==> src/rtl/brx_pkg.sv <==
package brx_pkg;

    // Instruction field layout (shared with the decode neighbour)
    localparam int INSTR_W   = 16;
    localparam int CODE_W    = 4;
    localparam int REG_W     = 3;
    localparam int MOD_W     = 3;
    localparam int OFF_W     = 6;
    localparam int CODE_LSB  = OFF_W + MOD_W + REG_W;
    localparam int REG_LSB   = OFF_W + MOD_W;
    localparam int MOD_LSB   = OFF_W;
    localparam logic [REG_W-1:0] PC_REG_ID = 3'd7;

    typedef enum logic [CODE_W-1:0] {
        CC_CARRY_CLR = 4'h0,
        CC_CARRY_SET = 4'h1,
        CC_SIGN_CLR  = 4'h2,
        CC_SIGN_SET  = 4'h3,
        CC_ZERO_CLR  = 4'h4,
        CC_ZERO_SET  = 4'h5,
        CC_NEG_CLR   = 4'h6,
        CC_NEG_SET   = 4'h7,
        CC_NOT_HIGH  = 4'h8,
        CC_HIGH      = 4'h9,
        CC_NOT_GRT   = 4'hA,
        CC_GRT       = 4'hB,
        CC_NS_EQUAL  = 4'hC,
        CC_NS_DIFFER = 4'hD,
        CC_ALWAYS    = 4'hE,
        CC_SPECIAL   = 4'hF
    } cond_e;

    typedef struct packed {
        logic c;
        logic s;
        logic z;
        logic n;
    } flags_t;

    typedef struct packed {
        cond_e             code;
        logic              is_branch;
        logic              backward;
        logic [OFF_W-1:0]  magnitude;
    } br_fields_t;

endpackage

==> src/rtl/brx_decode.sv <==
module brx_decode
    import brx_pkg::*;
(
    input  logic [INSTR_W-1:0] instr,
    output br_fields_t         fields
);
    logic [REG_W-1:0]  target_reg;
    logic [MOD_W-1:0]  modifier;
    logic              unused_mod_hi;

    always_comb begin
        target_reg       = instr[REG_LSB +: REG_W];
        modifier         = instr[MOD_LSB +: MOD_W];
        unused_mod_hi    = ^modifier[MOD_W-1:1];
        fields.code      = cond_e'(instr[CODE_LSB +: CODE_W]);
        fields.backward  = modifier[0];
        fields.magnitude = instr[OFF_W-1:0];
        fields.is_branch = (target_reg == PC_REG_ID) &&
                           (fields.code != CC_SPECIAL);
    end
endmodule

==> src/rtl/brx_cond.sv <==
module brx_cond
    import brx_pkg::*;
(
    input  cond_e  code,
    input  flags_t flags,
    output logic   cond_true
);
    logic high_cmp;
    logic grt_cmp;

    always_comb begin
        high_cmp  = !flags.z && flags.c;
        grt_cmp   = !flags.z && !flags.s;
        cond_true = 1'b0;
        unique case (code)
            CC_CARRY_CLR: cond_true = !flags.c;
            CC_CARRY_SET: cond_true =  flags.c;
            CC_SIGN_CLR:  cond_true = !flags.s;
            CC_SIGN_SET:  cond_true =  flags.s;
            CC_ZERO_CLR:  cond_true = !flags.z;
            CC_ZERO_SET:  cond_true =  flags.z;
            CC_NEG_CLR:   cond_true = !flags.n;
            CC_NEG_SET:   cond_true =  flags.n;
            CC_NOT_HIGH:  cond_true = !high_cmp;
            CC_HIGH:      cond_true =  high_cmp;
            CC_NOT_GRT:   cond_true = !grt_cmp;
            CC_GRT:       cond_true =  grt_cmp;
            CC_NS_EQUAL:  cond_true = (flags.n == flags.s);
            CC_NS_DIFFER: cond_true = (flags.n != flags.s);
            CC_ALWAYS:    cond_true = 1'b1;
            CC_SPECIAL:   cond_true = 1'b0;
        endcase
    end
endmodule

==> src/rtl/brx_target.sv <==
module brx_target
    import brx_pkg::*;
#(
    parameter int PC_W = 16
) (
    input  logic [PC_W-1:0]  pc_cur,
    input  logic             backward,
    input  logic [OFF_W-1:0] magnitude,
    output logic [PC_W-1:0]  seq_pc,
    output logic [PC_W-1:0]  branch_pc
);
    localparam int PAD_W = PC_W - OFF_W;

    logic [PC_W-1:0] ext_off;
    logic [PC_W-1:0] addend;
    logic [PC_W-1:0] carry_in;

    generate
        if (PAD_W > 0) begin : g_pad
            assign ext_off = {{PAD_W{1'b0}}, magnitude};
        end else begin : g_trunc
            assign ext_off = magnitude[PC_W-1:0];
        end
    endgenerate

    always_comb begin
        seq_pc    = pc_cur + {{(PC_W-1){1'b0}}, 1'b1};
        addend    = ext_off ^ {PC_W{backward}};
        carry_in  = {{(PC_W-1){1'b0}}, backward};
        branch_pc = seq_pc + addend + carry_in;
    end
endmodule

==> src/rtl/brx_pc_reg.sv <==
module brx_pc_reg #(
    parameter int              PC_W     = 16,
    parameter logic [PC_W-1:0] RESET_PC = '0
) (
    input  logic            clk,
    input  logic            rst,
    input  logic            adv_en,
    input  logic [PC_W-1:0] pc_d,
    output logic [PC_W-1:0] pc_q
);
    typedef enum logic [1:0] {PCS_RESET, PCS_ADVANCE, PCS_HOLD} pc_act_e;
    pc_act_e act;

    always_comb begin
        if (rst)         act = PCS_RESET;
        else if (adv_en) act = PCS_ADVANCE;
        else             act = PCS_HOLD;
    end

    always_ff @(posedge clk) begin
        unique case (act)
            PCS_RESET:   pc_q <= RESET_PC;
            PCS_ADVANCE: pc_q <= pc_d;
            default:     pc_q <= pc_q;
        endcase
    end
endmodule

==> src/rtl/brx_unit.sv <==
module brx_unit
    import brx_pkg::*;
#(
    parameter int              PC_W     = 16,
    parameter logic [PC_W-1:0] RESET_PC = '0
) (
    input  logic                clk,
    input  logic                rst,
    input  logic                adv_en,
    input  logic [INSTR_W-1:0]  instr,
    input  logic                flag_c,
    input  logic                flag_s,
    input  logic                flag_z,
    input  logic                flag_n,
    output logic                taken,
    output logic [PC_W-1:0]     next_pc,
    output logic [PC_W-1:0]     pc_q
);
    br_fields_t      fields;
    flags_t          flags;
    logic            cond_true;
    logic [PC_W-1:0] seq_pc;
    logic [PC_W-1:0] branch_pc;

    assign flags = '{c: flag_c, s: flag_s, z: flag_z, n: flag_n};

    brx_decode decode_i (
        .instr  (instr),
        .fields (fields)
    );

    brx_cond cond_i (
        .code      (fields.code),
        .flags     (flags),
        .cond_true (cond_true)
    );

    brx_target #(.PC_W(PC_W)) target_i (
        .pc_cur    (pc_q),
        .backward  (fields.backward),
        .magnitude (fields.magnitude),
        .seq_pc    (seq_pc),
        .branch_pc (branch_pc)
    );

    always_comb begin
        taken   = fields.is_branch && cond_true;
        next_pc = taken ? branch_pc : seq_pc;
    end

    brx_pc_reg #(.PC_W(PC_W), .RESET_PC(RESET_PC)) pc_reg_i (
        .clk    (clk),
        .rst    (rst),
        .adv_en (adv_en),
        .pc_d   (next_pc),
        .pc_q   (pc_q)
    );
endmodule

==> config.mk <==
export PLATFORM = sky130hd
export DESIGN_NAME = brx_unit
export DESIGN_NICKNAME = d
export VERILOG_FILES = /design/src/rtl/brx_pkg.sv /design/src/rtl/brx_decode.sv /design/src/rtl/brx_cond.sv /design/src/rtl/brx_target.sv /design/src/rtl/brx_pc_reg.sv /design/src/rtl/brx_unit.sv
export SDC_FILE = /design/constraint.sdc
export NUM_CORES = 1
export LEC_CHECK = 0
export BUFFER_PORTS_ARGS = -buffer_cell sky130_fd_sc_hd__buf_4
export CAP_MARGIN = 20
export CORE_ASPECT_RATIO = 1.1
export CORE_MARGIN = 2
export CORE_UTILIZATION = 49
export CTS_CLUSTER_SIZE = 40
export DETAILED_ROUTE_END_ITERATION = 10
export HOLD_SLACK_MARGIN = 0.06
export PLACE_DENSITY = 0.78
export SKIP_LAST_GASP = 1
export SYNTH_ARGS = -nofsm -noshare
export SYNTH_HDL_FRONTEND = slang
export SYNTH_SLANG_ARGS = --single-unit
export TNS_END_PERCENT = 5
==> constraint.sdc <==
create_clock -name clk -period 3.2 [get_ports clk]
set_clock_uncertainty 0.05 [all_clocks]
set_input_delay 0 -clock clk [delete_from_list [all_inputs] [get_ports clk]]
set_output_delay 0 -clock clk [all_outputs]
set_load 0.01 [all_outputs]
Word level (Yosys, flattened, before mapping) --
Cells that the tools add are included.
Word-level totals: output and inout port bits 33, memories kept 0, latch bits 0, bits in writable memories 0, ROM bits 0, register bits 16, logic and storage cells 43
Cells by class: divide/modulo/power cells 0, equality and inequality tests 20, order comparisons 0, shifts and indexed selects 0, bitwise logic cells 1, add/subtract/negate cells 3, multipliers 0, reduce and logical (&&, ||, !) cells 13, mux-type cells 5
Operators by type and width (count):
- $eq 4x4->1 const B | 8
- $pmux 16 s2 | 1
- $add 16x1->16 | 1
- $add 16x1->16 const B | 1
- $add 16x16->16 | 1
- $eq 4x3->1 const B | 4
- $mux 16 | 1
- $pmux 1 s16 | 1
- $xor 6x16->16 | 1
- $eq 4x2->1 const B | 2
- $logic_not 1->1 | 6
- $eq 4x1->1 const B | 1
- $logic_and 1x1->1 | 4
- $logic_not 4->1 | 1
- $mux 2 | 2
- $ne 4x4->1 const B | 1
- $eq 3x3->1 const B | 1
- $eq 2x1->1 const B | 1
- $logic_not 2->1 | 1
- $reduce_bool 2->1 | 1
- $eq 1x1->1 | 1
- $ne 1x1->1 | 1

Logic depth before layout (Yosys ltp) --
Gate-level depths: netlist of run 1.
depth in word-level cells 7, depth in mapped cells 13, depth with buffers taken out 13

Hierarchy --
A second synthesis of run 1 with hierarchy kept.
Unflattened totals: cell total of the unflattened synthesis 259, area total of the unflattened synthesis 2494.9 µm²
Modules (own cells, without submodules):
- brx_target | area an instance 1292.5 µm², instances 1, cells an instance 167
- brx_pc_reg | area an instance 656.9 µm², instances 1, cells an instance 35
- brx_unit | area an instance 249.0 µm², instances 1, cells an instance 19
- brx_cond | area an instance 192.7 µm², instances 1, cells an instance 25
- brx_decode | area an instance 103.8 µm², instances 1, cells an instance 13

Worst setup path after synthesis of run 1 --
OpenSTA, ideal clock, no wires.
kind reg-to-reg, start point register pc_reg_i.pc_q[0], end point register pc_reg_i.pc_q[15], data pin, cell stages (with the launch flop) 13, library setup time 142 ps, setup slack -176 ps, arrival 3184 ps, cells stage by stage edfxtp_1 -> ha_1 -> nand3_1 -> or3_1 -> xnor2_1 -> ha_1 -> and4_1 -> nand2_1 -> a31oi_1 -> a211oi_2 -> or4b_2 -> and4_1 -> o21ai_2
On the way: cells in the longest elaborated chain, start to end 5
Ends and longest elaborated chain:
- from (decl) | line brx_pc_reg.sv:9 | output logic [PC_W-1:0] pc_q
- from (signal assigned) | line brx_pc_reg.sv:23 | PCS_ADVANCE: pc_q <= pc_d;
- from (signal assigned) | line brx_pc_reg.sv:24 | default: pc_q <= pc_q;
- $add 16x1->16 (*) | line brx_target.sv:27 | seq_pc = pc_cur + {{(PC_W-1){1'b0}}, 1'b1};
- $add 16x16->16 | line brx_target.sv:30 | branch_pc = seq_pc + addend + carry_in;
- $add 16x1->16 | line brx_target.sv:30
- $mux 16 (*) | line brx_unit.sv:48 | next_pc = taken ? branch_pc : seq_pc;
- $pmux 16 s2 (*) | line brx_pc_reg.sv:21 | unique case (act)
Mark *: on every way between the ends. The rest lies on a longest branch, timed or not. A chain may end at the register's enable or synchronous reset.

Worst setup path in the final report of run 1 --
start point register pc_reg_i.pc_q[0], end point output next_pc[15]
On the way: cells in the longest elaborated chain, start to end 4
Ends and longest elaborated chain:
- $add 16x1->16 (*) | line brx_target.sv:27
- $add 16x16->16 | line brx_target.sv:30
- $add 16x1->16 | line brx_target.sv:30
- $mux 16 (*) | line brx_unit.sv:48
- to (decl) | line brx_unit.sv:16 | output logic [PC_W-1:0] next_pc,
Marked as above.

==> results by group, run 1 <==
Outcome
  • Status: finished with violations
  • Failing checks: setup timing

Critical path
  • Crit-path most repeated cell: a21o_1
  • Critical path capture point type: output pin
  • Crit Path Category: reg -> out
  • Worst path required time: 3.15 ns
  • Top delay family on crit path: compound AO/OA/AOI/OAI gates
  • Critical path depth: 13
  • Reg2reg path depth: 13
  • Critical path cell sequence: ha_2 -> nand3_2 -> or3_4 -> xnor2_2 -> ha_1 -> a21o_1 -> a21o_1 -> a221o_1 -> a211oi_4 -> o21a_1 -> o21ai_2 -> xnor2_1 -> buf_4
  • CP Buf/Inv Count: 1
  • CP Data Arrival Time: approximately 3.3 ns
  • CP peak stage delay: 0.40 ns
  • Cell at the slowest stage of the critical path: a221o_1
  • Worst setup SP type: flip-flop
  • Crit path max fanout: 4

Placement
  • Half-perimeter wire length after placement: 4480 um
  • Cell Area, Placed: approximately 2800 um^2
  • Setup Slack @ Placement: -0.157 ns
  • IO buf count: 53
  • Routability congestion estimate: 0.884

Layout
  • Design area: 2920 um^2
  • Commonest non-fill, non-tap cell in the layout: buf_4
  • Register name with the most flops: pc_reg_i.pc_q
  • FILL cells: between 300 and 400
  • Largest regs: pc_reg_i.pc_q x16
  • Nets: ~380
  • Synth-to-Final Area Change: 37.6%
  • Max FFs per register: 16
  • Share of the core filled with cells: 69.2%
  • Layout cells sized above 1: 33.7%
  • Antenna diode instance count: 0
  • Most frequent cells in the layout: buf_4, a21oi_1, xnor2_1

Timing
  • Final Max Tran Viols: 0
  • Worst-margin pin slew: 0.606 ns
  • Final period util: 104%
  • Final setup fails: 9
  • Final Hold Fails: 0
  • Hold Slack: 0.245 ns
  • Final worst slack: -0.135 ns
  • Final min period: 3.34 ns
  • Max Freq: about 300 MHz
  • RSZ-0062 raised after global routing: yes
  • Relative slew slack: just under 60%

Drt
  • Routed Antenna Nets: 0
  • Detailed Routing Iterations Pass 1: 4
  • Final wirelength: about 5700 um
  • Drt via density: between 5 and 6
  • Via Count: roughly 2100
  • Starting DRT DRC Count: 94
  • DR DRC count: 0
  • Wire per inst: ~15 um

Global route
  • Largest net degree at the start of global routing: 25
  • GR Util All Layers: ~25%
  • Initial antenna violation count: 0
  • First-pass GRT wire length: roughly 9400 um
  • Grt total ovfl: 0
  • Vias in the first global route: 2100

Synth
  • Post-synthesis sequential area ratio: around 23%
  • Mapped Avg Cell Area: 8.57 um^2
  • Yosys warns: 0
  • EDFF count, synth: 16
  • Seq cells post-synth: 16
  • Cell Area, Synth: between 2000 and 2500 um^2
  • FFs w/ async S/R, synth: 0%
  • Synthesized Nets: 290
  • Main flop type after synthesis: edfxtp_1
  • Synth Instances: about 250
  • Distinct cell type count after synthesis: 49

Floorplan
  • Starting Density: between 50% and 60%
  • Core region area: 4220 um^2
  • Die Width: between 60 and 70 um
  • Row count: 25
  • Die extent in y: 73.1 um
  • IO Count: 56
  • Die area: around 4900 um^2

Clock tree
  • Clk sinks: 16
  • CTS tree: built
  • CTS H-tree depth: 1
  • CTS buffer count: 3
  • CTS root buf: clkbuf_8
  • CTS clk-pin slew, worst paths: 0.06 ns
  • CTS max path bufs: 2
  • Clk Latency, worst-skew pair: 0.24 ns
  • # hold bufs at CTS: 0

Pwr
  • Leak Pwr: 0.00136 uW
  • Design Power: 899 uW
  • Pwr/cell area: 307 nW/um^2
  • Max IR drop VDD: 0.144 mV

Job
  • Max cap viols: 0

Min path
  • HP Class: in -> reg
  • Hold path cells: 4
-- cell usage after synthesis (3+ instances only) --
cell | number | area share [%]
a21oi_1 | 22 | 5.2
xnor2_1 | 20 | 8.2
nor2_1 | 19 | 3.4
ha_1 | 18 | 11
edfxtp_1 | 16 | 23
nand2_1 | 16 | 2.8
xor2_1 | 15 | 6.2
a21o_1 | 13 | 4.6
nand3_1 | 12 | 2.8
and2_1 | 11 | 3.2
inv_1 | 7 | 1.2
a211oi_1 | 6 | 2.1
nand4_1 | 6 | 1.8
o21ai_0 | 6 | 1.4
a31oi_1 | 5 | 1.5
nand2b_1 | 4 | 1.2
nor2b_1 | 4 | 1.2
and4_1 | 3 | 1.2
nor3_1 | 3 | 0.71
nor3b_1 | 3 | 1.1
o211ai_1 | 3 | 1.1
-- worst register-to-register path: cells and delay by family (launching register included) --
kind,cells,cell delay [ns]
flip-flops,1,0.35
XOR/XNOR,1,0.15
buffers and inverters,1,0.17
adder cells (fa/ha/maj),2,0.50
AND/OR/NAND/NOR,4,0.80
AO/OA/AOI/OAI,5,1.05
-- what timing repair did --
action / CTS / global route
endpoints found under the setup margin: 7 / 19
resized for setup: 13 / 3
pin swaps: 10 / 12
setup buffers: 6 / 1
-- logic make-up (layout without fill, tap and decap cells) --
kind of cell             after synthesis  after routing  share of synthesized area [%]
AO/OA/AOI/OAI                         64             64                           19.7
XOR/XNOR                              37             37                           16.2
adder cells (fa/ha/maj)               19             19                           11.5
buffers and inverters                 15             99                           3.83
flip-flops                            16             16                           22.6
multiplexers                           1              1                          0.530
AND/OR/NAND/NOR                       96             96                           25.6
-- layout make-up --
class                           instances  area [um^2]  share of cell area, %
Timing Repair Buffer                   89          668                   22.8
Sequential cell                        16          480                   16.4
Inverter                                7         26.3                  0.899
Clock buffer                            3         41.3                   1.41
Tap cell                               54         67.6                   2.31
Multi-Input combinational cell        217         1640                   56.1
-- worst paths after layout --
check,endpoint,startpoint,slack (ns)
hold reg to reg,pc_reg_i.pc_q[0]$_SDFFCE_PP0P_,pc_reg_i.pc_q[0]$_SDFFCE_PP0P_,0.82
setup / recovery,next_pc[15],pc_reg_i.pc_q[0]$_SDFFCE_PP0P_,-0.14
hold / removal,pc_reg_i.pc_q[15]$_SDFFCE_PP0P_,rst,0.25
setup reg to reg,pc_reg_i.pc_q[15]$_SDFFCE_PP0P_,pc_reg_i.pc_q[0]$_SDFFCE_PP0P_,-0.12
-- power breakdown --
part	total [uW]	leakage [uW]	internal, uW	switching (uW)
logic	494	0.00117	241	253
clock network	143	0.0000216	83.3	60.0
registers	261	0.000177	249	12.1
total	899	0.00136	573	326
-- metal layers --
metal	vias to the layer above	wire (um)	part of all wire, %	GRT usage [%]
met5	-	0	0	0
met4	0	98	1.7	9.07
met3	9	267	4.7	2.31
met2	63	2730	48	41.4
met1	967	2620	46	33.8
li1	1077	-	-	-
-- through the flow --
step | setup TNS [ns] | cells
global placement | -0.135 | 376
global route | -3.13 | 386
detailed placement | -0.271 | 376
floorplan | -0.237 | 248
CTS | -0.467 | 385
finish | -0.439 | 386
Note: power is estimated with default switching activity, not from simulation.
==> run 2: changes to the inputs <==
--- a/config.mk
+++ b/config.mk
@@ -7,7 +7,6 @@
 export LEC_CHECK = 0
 export BUFFER_PORTS_ARGS = -buffer_cell sky130_fd_sc_hd__buf_4
 export CAP_MARGIN = 20
-export CORE_ASPECT_RATIO = 1.1
 export CORE_MARGIN = 2
 export CORE_UTILIZATION = 49
 export CTS_CLUSTER_SIZE = 40
==> run 2 against run 1 <==
Net effect: the flow still finishes with violations (setup timing); largest power group unchanged; clock power up 8%; routed wire length increased by 7.5%; highest routed layer unchanged; critical path type is now reg -> reg; global-route usage shrank 0.85 points.
==> results by group, run 2 (synthesized netlist as in run 1, its figures left out) <==
Timing
  • Final Hold Fails: 0 (unchanged)
  • Relative slew slack: 59.8% (was 59.5%)
  • Final setup fails: 6 (was 9)
  • Final Max Tran Viols: 0 (unchanged)
  • Final min period: 3.31 ns (was 3.34 ns)
  • RSZ-0062 raised after global routing: yes (unchanged)
  • Final worst slack: -0.108 ns (was -0.135 ns)
  • Max Freq: 302 MHz (was 300 MHz)
  • Final period util: 103% (was 104%)
  • Worst-margin pin slew: 0.602 ns (was 0.606 ns)

Drt
  • Drt via density: 5.74 (was 5.48)
  • Final wirelength: 6140 um (was 5710 um)
  • Routed Antenna Nets: 0 (unchanged)
  • DR DRC count: 0 (unchanged)
  • Starting DRT DRC Count: 208 (was 94)
  • Via Count: 2198 (was 2116)
  • Detailed Routing Iterations Pass 1: 4 (unchanged)
  • Wire per inst: 16.0 um (was 14.8 um)

Clock tree
  • Clk sinks: 16 (unchanged)
  • CTS max path bufs: 2 (unchanged)
  • CTS tree: built (unchanged)
  • CTS buffer count: 3 (unchanged)
  • # hold bufs at CTS: 0 (unchanged)
  • CTS root buf: clkbuf_8 (unchanged)
  • CTS clk-pin slew, worst paths: 0.06 ns (about the same)
  • CTS H-tree depth: 1 (unchanged)
  • Clk Latency, worst-skew pair: 0.25 ns (was 0.24 ns)

Critical path
  • Crit Path Category: reg -> reg (was reg -> out)
  • Worst setup SP type: flip-flop (unchanged)
  • Critical path capture point type: flip-flop (was output pin)
  • CP Data Arrival Time: 3.37 ns (was 3.29 ns)
  • Worst path required time: 3.26 ns (was 3.15 ns)
  • Crit path max fanout: 4 (unchanged)

Layout
  • Register name with the most flops: pc_reg_i.pc_q (unchanged)
  • Synth-to-Final Area Change: 43.1% (was 37.6%)
  • Most frequent cells in the layout: buf_4, a21oi_1, nor2_1 (was buf_4, a21oi_1, xnor2_1)
  • Antenna diode instance count: 0 (unchanged)
  • Layout cells sized above 1: 36.6% (was 33.7%)
  • Largest regs: pc_reg_i.pc_q x16 (unchanged)
  • Nets: 376 (unchanged)
  • Max FFs per register: 16 (unchanged)
  • Commonest non-fill, non-tap cell in the layout: buf_4 (unchanged)

Floorplan
  • Die area: 4880 um^2 (about the same)
  • Die Width: 69.9 um (was 66.8 um)
  • Die extent in y: 69.9 um (was 73.1 um)
  • Starting Density: 52.0% (was 50.3%)
  • Core region area: 4090 um^2 (was 4220 um^2)
  • Row count: 23 (was 25)
  • IO Count: 56 (unchanged)

Outcome
  • Failing checks: setup timing (unchanged)
  • Status: finished with violations (unchanged)

Pwr
  • Design Power: 932 uW (was 899 uW)
  • Leak Pwr: 0.00138 uW (was 0.00136 uW)
  • Net Sw Frac: 37.1% (was 36.2%)
  • Clock power share: 16.7% (was 15.9%)
  • Internal power: 586 uW (was 573 uW)
  • Pwr/cell area: 306 nW/um^2 (was 307 nW/um^2)
  • Max IR drop VDD: 0.159 mV (was 0.144 mV)
  • Sw power: 346 uW (was 326 uW)
  • Combinational Power Share: 54.8% (was 55.0%)
  • Sequential share of power: 28.6% (was 29.0%)

Placement
  • IO buf count: 53 (unchanged)
  • Setup Slack @ Placement: -0.132 ns (was -0.157 ns)
  • Routability congestion estimate: 0.893 (was 0.884)
  • Half-perimeter wire length after placement: 4570 um (was 4480 um)

Global route
  • GR Util All Layers: 24.1% (was 25.0%)
  • Initial antenna violation count: 0 (unchanged)
  • Largest net degree at the start of global routing: 25 (unchanged)
  • Grt total ovfl: 0 (unchanged)
  • Vias in the first global route: 2054 (was 2100)
  • First-pass GRT wire length: 9540 um (was 9420 um)

Min path
  • HP Class: in -> reg (unchanged)

Job
  • Max cap viols: 0 (unchanged)
==> run 2: cell types whose count changed in the layout (fill, tap and decap cells not counted), moves of 2 or more <==
cell / before / now
ha_1: 17 / 12
nand3_1: 11 / 9
xnor2_2: 2 / 4
ha_4: 0 / 4
nor2_4: 0 / 2
nand3_4: 0 / 2
xnor2_1: 19 / 16
==> run 2: metrics by stage <==
step           util (%)  hold WS [ns]  std cells  TNS (ns)  instance area [um^2]
6_report           74.5         0.236        383    -0.279                  3040
5_1_grt            74.5         0.270        383     -2.30                  3040
4_1_cts            70.1         0.236        373    -0.407                  2870
3_5_place_dp       66.7         0.353        368    -0.215                  2730
3_3_place_gp       66.7         0.341        368   -0.0831                  2730
2_1_floorplan         -        0.0965        248    -0.237                  2130
==> run 2: power groups by stage <==
stage / registers, uW / logic (uW) / clock network, uW
3_5_place_dp: 266 / 452 / 0
6_report: 266 / 510 / 155
2_1_floorplan: 276 / 266 / 0
3_3_place_gp: 266 / 442 / 0
4_1_cts: 262 / 474 / 153
5_1_grt: 268 / 555 / 162
==> run 2: routing by layer <==
metal / up-vias / GRT usage, % / wire [um] / part of all wire (%)
li1: 1087 / - / - / -
met1: 1032 / 31.0 / 2680 / 44
met2: 72 / 41.6 / 3070 / 50
met3: 7 / 3.61 / 323 / 5.3
met4: 0 / 7.48 / 67 / 1.1
met5: - / 0 / 0 / 0
==> run 2: cell type report <==
class | instances | area (um^2)
fillers | 288 | 1040
multi-input cells | 217 | 1760
clock buffers | 3 | 41.3
clock inverters | 1 | 3.75
inverters | 7 | 26.3
flip-flops and latches | 16 | 480
repair buffers | 89 | 672
well taps | 50 | 62.6
==> run 2: worst paths after layout <==
check / from / endpoint / slack (ns) / depth (start not counted)
setup reg to reg: pc_reg_i.pc_q[0]$_SDFFCE_PP0P_ / pc_reg_i.pc_q[15]$_SDFFCE_PP0P_ / -0.11 / 13
hold reg to reg: pc_reg_i.pc_q[1]$_SDFFCE_PP0P_ / pc_reg_i.pc_q[1]$_SDFFCE_PP0P_ / 0.89 / 3
hold / removal: rst / pc_reg_i.pc_q[15]$_SDFFCE_PP0P_ / 0.24 / 4
setup / recovery: pc_reg_i.pc_q[0]$_SDFFCE_PP0P_ / pc_reg_i.pc_q[15]$_SDFFCE_PP0P_ / -0.11 / 13
==> run 2: repair_timing <==
item,CTS,global route
setup endpoints to repair,5,18
resized for setup,14,17
buffers inserted,1,10
pin swaps,5,9
endpoints found under the hold margin,0,0
==> run 2: worst max-delay path, stage by stage (launching register included) <==
cell and delay [ns]:
edfxtp_1 0.40, ha_4 0.16, nand3_4 0.10, or3_4 0.38, xnor2_4 0.15, ha_4 0.28
and4_4 0.24, nand2_1 0.09, a31oi_4 0.22, a211oi_4 0.10, buf_4 0.16, or4b_2 0.59
and4_1 0.21, o21ai_2 0.05
==> run 3: changes to the inputs <==
==> constraint.sdc (replaced) <==
create_clock -name clk -period 3 [get_ports clk]
set_clock_uncertainty 0.05 [all_clocks]
set_input_delay 0 -clock clk [delete_from_list [all_inputs] [get_ports clk]]
set_output_delay 0 -clock clk [all_outputs]
set_load 0.01 [all_outputs]
==> run 3 against run 2 <==
Net effect: the flow still finishes with violations (setup timing); die area is the same; worst hold slack better by 0.030 ns; clock-buffer cell count unchanged; flip-flop and latch count unchanged; highest routed layer unchanged.
==> results by group, run 3 (synthesized netlist as in run 1, its figures left out) <==
Clock tree
  • CTS buffer count: 3 (unchanged)
  • CTS tree: built (unchanged)
  • CTS max path bufs: 2 (unchanged)
  • Clk Latency, worst-skew pair: 0.25 ns (about the same)
  • CTS clk-pin slew, worst paths: 0.06 ns (about the same)
  • CTS root buf: clkbuf_8 (unchanged)
  • Clk sinks: 16 (unchanged)
  • CTS H-tree depth: 1 (unchanged)

Drt
  • Detailed Routing Iterations Pass 1: 4 (unchanged)
  • Final wirelength: 6560 um (was 6140 um)
  • DR DRC count: 0 (unchanged)
  • Via Count: 2308 (was 2198)
  • Drt via density: 5.68 (was 5.74)
  • Starting DRT DRC Count: 193 (was 208)
  • Routed Antenna Nets: 0 (unchanged)
  • Wire per inst: 16.2 um (was 16.0 um)

Placement
  • IO buf count: 53 (unchanged)
  • Routability congestion estimate: 0.905 (was 0.893)
  • Half-perimeter wire length after placement: 4790 um (was 4570 um)
  • Setup Slack @ Placement: -0.365 ns (was -0.132 ns)

Layout
  • Max FFs per register: 16 (unchanged)
  • Register name with the most flops: pc_reg_i.pc_q (unchanged)
  • Most frequent cells in the layout: buf_4, a21oi_1, nor2_1 (unchanged)
  • Commonest non-fill, non-tap cell in the layout: buf_4 (unchanged)
  • Antenna diode instance count: 0 (unchanged)
  • Largest regs: pc_reg_i.pc_q x16 (unchanged)
  • Synth-to-Final Area Change: 50.9% (was 43.1%)
  • Nets: 400 (was 376)
  • Layout cells sized above 1: 42.4% (was 36.6%)

Timing
  • Setup TNS: -2.73 ns (was -0.279 ns)
  • Final worst slack: -0.326 ns (was -0.108 ns)
  • Relative slew slack: 54.2% (was 59.8%)
  • Final setup fails: 17 (was 6)
  • Final period util: 111% (was 103%)
  • Final Max Tran Viols: 0 (unchanged)
  • Final Hold Fails: 0 (unchanged)
  • Final min period: 3.33 ns (was 3.31 ns)
  • Worst-margin pin slew: 0.685 ns (was 0.602 ns)
  • RSZ-0062 raised after global routing: yes (unchanged)
  • Max Freq: 301 MHz (was 302 MHz)

Critical path
  • R2R Path Start: pc_reg_i.pc_q[3]$_SDFFCE_PP0P_ (was pc_reg_i.pc_q[0]$_SDFFCE_PP0P_)
  • CP Data Arrival Time: 3.39 ns (was 3.37 ns)
  • Worst setup SP type: flip-flop (unchanged)
  • Worst path required time: 3.06 ns (was 3.26 ns)
  • Crit Path Category: reg -> reg (unchanged)
  • Cell at the slowest stage of the critical path: or4b_2 (unchanged)
  • Crit-path most repeated cell: nand3_1 (was ha_4)
  • Crit path max fanout: 4 (unchanged)
  • Critical path capture point type: flip-flop (unchanged)
  • Worst Setup SP: pc_reg_i.pc_q[3]$_SDFFCE_PP0P_ (was pc_reg_i.pc_q[0]$_SDFFCE_PP0P_)
  • Critical path cell sequence: nand3_1 -> nor2_2 -> nand3_1 -> xnor2_1 -> ha_1 -> and4_4 -> nand2_4 -> a31oi_4 -> a211oi_4 -> buf_4 -> or4b_2 -> and4_1 -> o21ai_2 (was ha_4 -> nand3_4 -> or3_4 -> xnor2_4 -> ha_4 -> and4_4 -> nand2_1 -> a31oi_4 -> a211oi_4 -> buf_4 -> or4b_2 -> and4_1 -> o21ai_2)
  • CP peak stage delay: 0.59 ns (about the same)

Floorplan
  • IO Count: 56 (unchanged)
  • Die area: 4880 um^2 (unchanged)
  • Starting Density: 52.0% (unchanged)
  • Core region area: 4090 um^2 (unchanged)
  • Row count: 23 (unchanged)
  • Die extent in y: 69.9 um (unchanged)
  • Die Width: 69.9 um (unchanged)

Global route
  • Initial antenna violation count: 0 (unchanged)
  • First-pass GRT wire length: 10500 um (was 9540 um)
  • Largest net degree at the start of global routing: 23 (was 25)
  • GR Util All Layers: 26.2% (was 24.1%)
  • Grt total ovfl: 0 (unchanged)
  • Vias in the first global route: 2222 (was 2054)

Outcome
  • Failing checks: setup timing (unchanged)
  • Status: finished with violations (unchanged)

Job
  • Max cap viols: 0 (unchanged)

Pwr
  • Max IR drop VDD: 0.186 mV (was 0.159 mV)
  • Leak Pwr: 0.00152 uW (was 0.00138 uW)
  • Pwr/cell area: 323 nW/um^2 (was 306 nW/um^2)

Min path
  • HP Class: in -> reg (unchanged)
  • Min-delay src: instr[0] (was rst)
## run 3: cell count changes in the layout (fill, tap and decap cells not counted), sizes merged
cell    previous run  this run
buf               89       113
clkinv             1         0
## run 3: path summary, 6_finish.rpt
kind	to	depth (start not counted)	slack [ns]
setup / recovery	pc_reg_i.pc_q[15]$_SDFFCE_PP0P_	13	-0.33
hold / removal	pc_reg_i.pc_q[0]$_SDFFCE_PP0P_	4	0.27
setup reg to reg	pc_reg_i.pc_q[15]$_SDFFCE_PP0P_	13	-0.33
hold reg to reg	pc_reg_i.pc_q[0]$_SDFFCE_PP0P_	3	0.87
## run 3: power by group
| part | internal, uW | leakage (uW) | switching [uW] | total (uW) |
|---|---|---|---|---|
| sequential | 266 | 0.000177 | 14.9 | 280 |
| clock | 89.2 | 0.0000216 | 73.5 | 163 |
| combinational | 302 | 0.00133 | 293 | 594 |
## run 3: metrics by stage
stage	total power, uW	cells	hold slack [ns]	area (um^2)	util [%]
detailed placement	814	392	0.364	2910	71.1
floorplan	579	248	0.0965	2130	-
global placement	800	392	0.339	2910	71.1
global route	1100	406	0.297	3210	78.5
finish	1040	406	0.266	3210	78.5
CTS	998	401	0.257	3060	74.9
## run 3: what timing repair did
action / CTS / global route
pin swaps: 14 / 18
hold buffers: 0 / 0
setup buffers: 6 / 5
setup endpoints to repair: 15 / 22
resized for setup: 13 / 20
## run 3: worst max-delay path, delay by kind of cell, from the launching register on
family                   cells  cell delay [ns]
adder cells (fa/ha/maj)      1             0.39
AND/OR/NAND/NOR              7             1.66
AO/OA/AOI/OAI                3             0.35
XOR/XNOR                     1             0.19
flip-flops                   1             0.39
buffers and inverters        1             0.16
## run 3: area by class of cell
type / count / area (um^2)
well taps: 50 / 62.6
repair buffers: 113 / 848
multi-input cells: 217 / 1750
clock buffers: 3 / 41.3
inverters: 7 / 26.3
fillers: 278 / 880
flip-flops and latches: 16 / 480
## run 3: per-layer routing
metal	share of wire, %	global-route usage (%)	up-vias
li1	-	-	1131
met1	44	36.3	1090
met2	49	45.2	82
met3	6.2	2.31	5
met4	0.61	4.27	0
met5	0	0	-
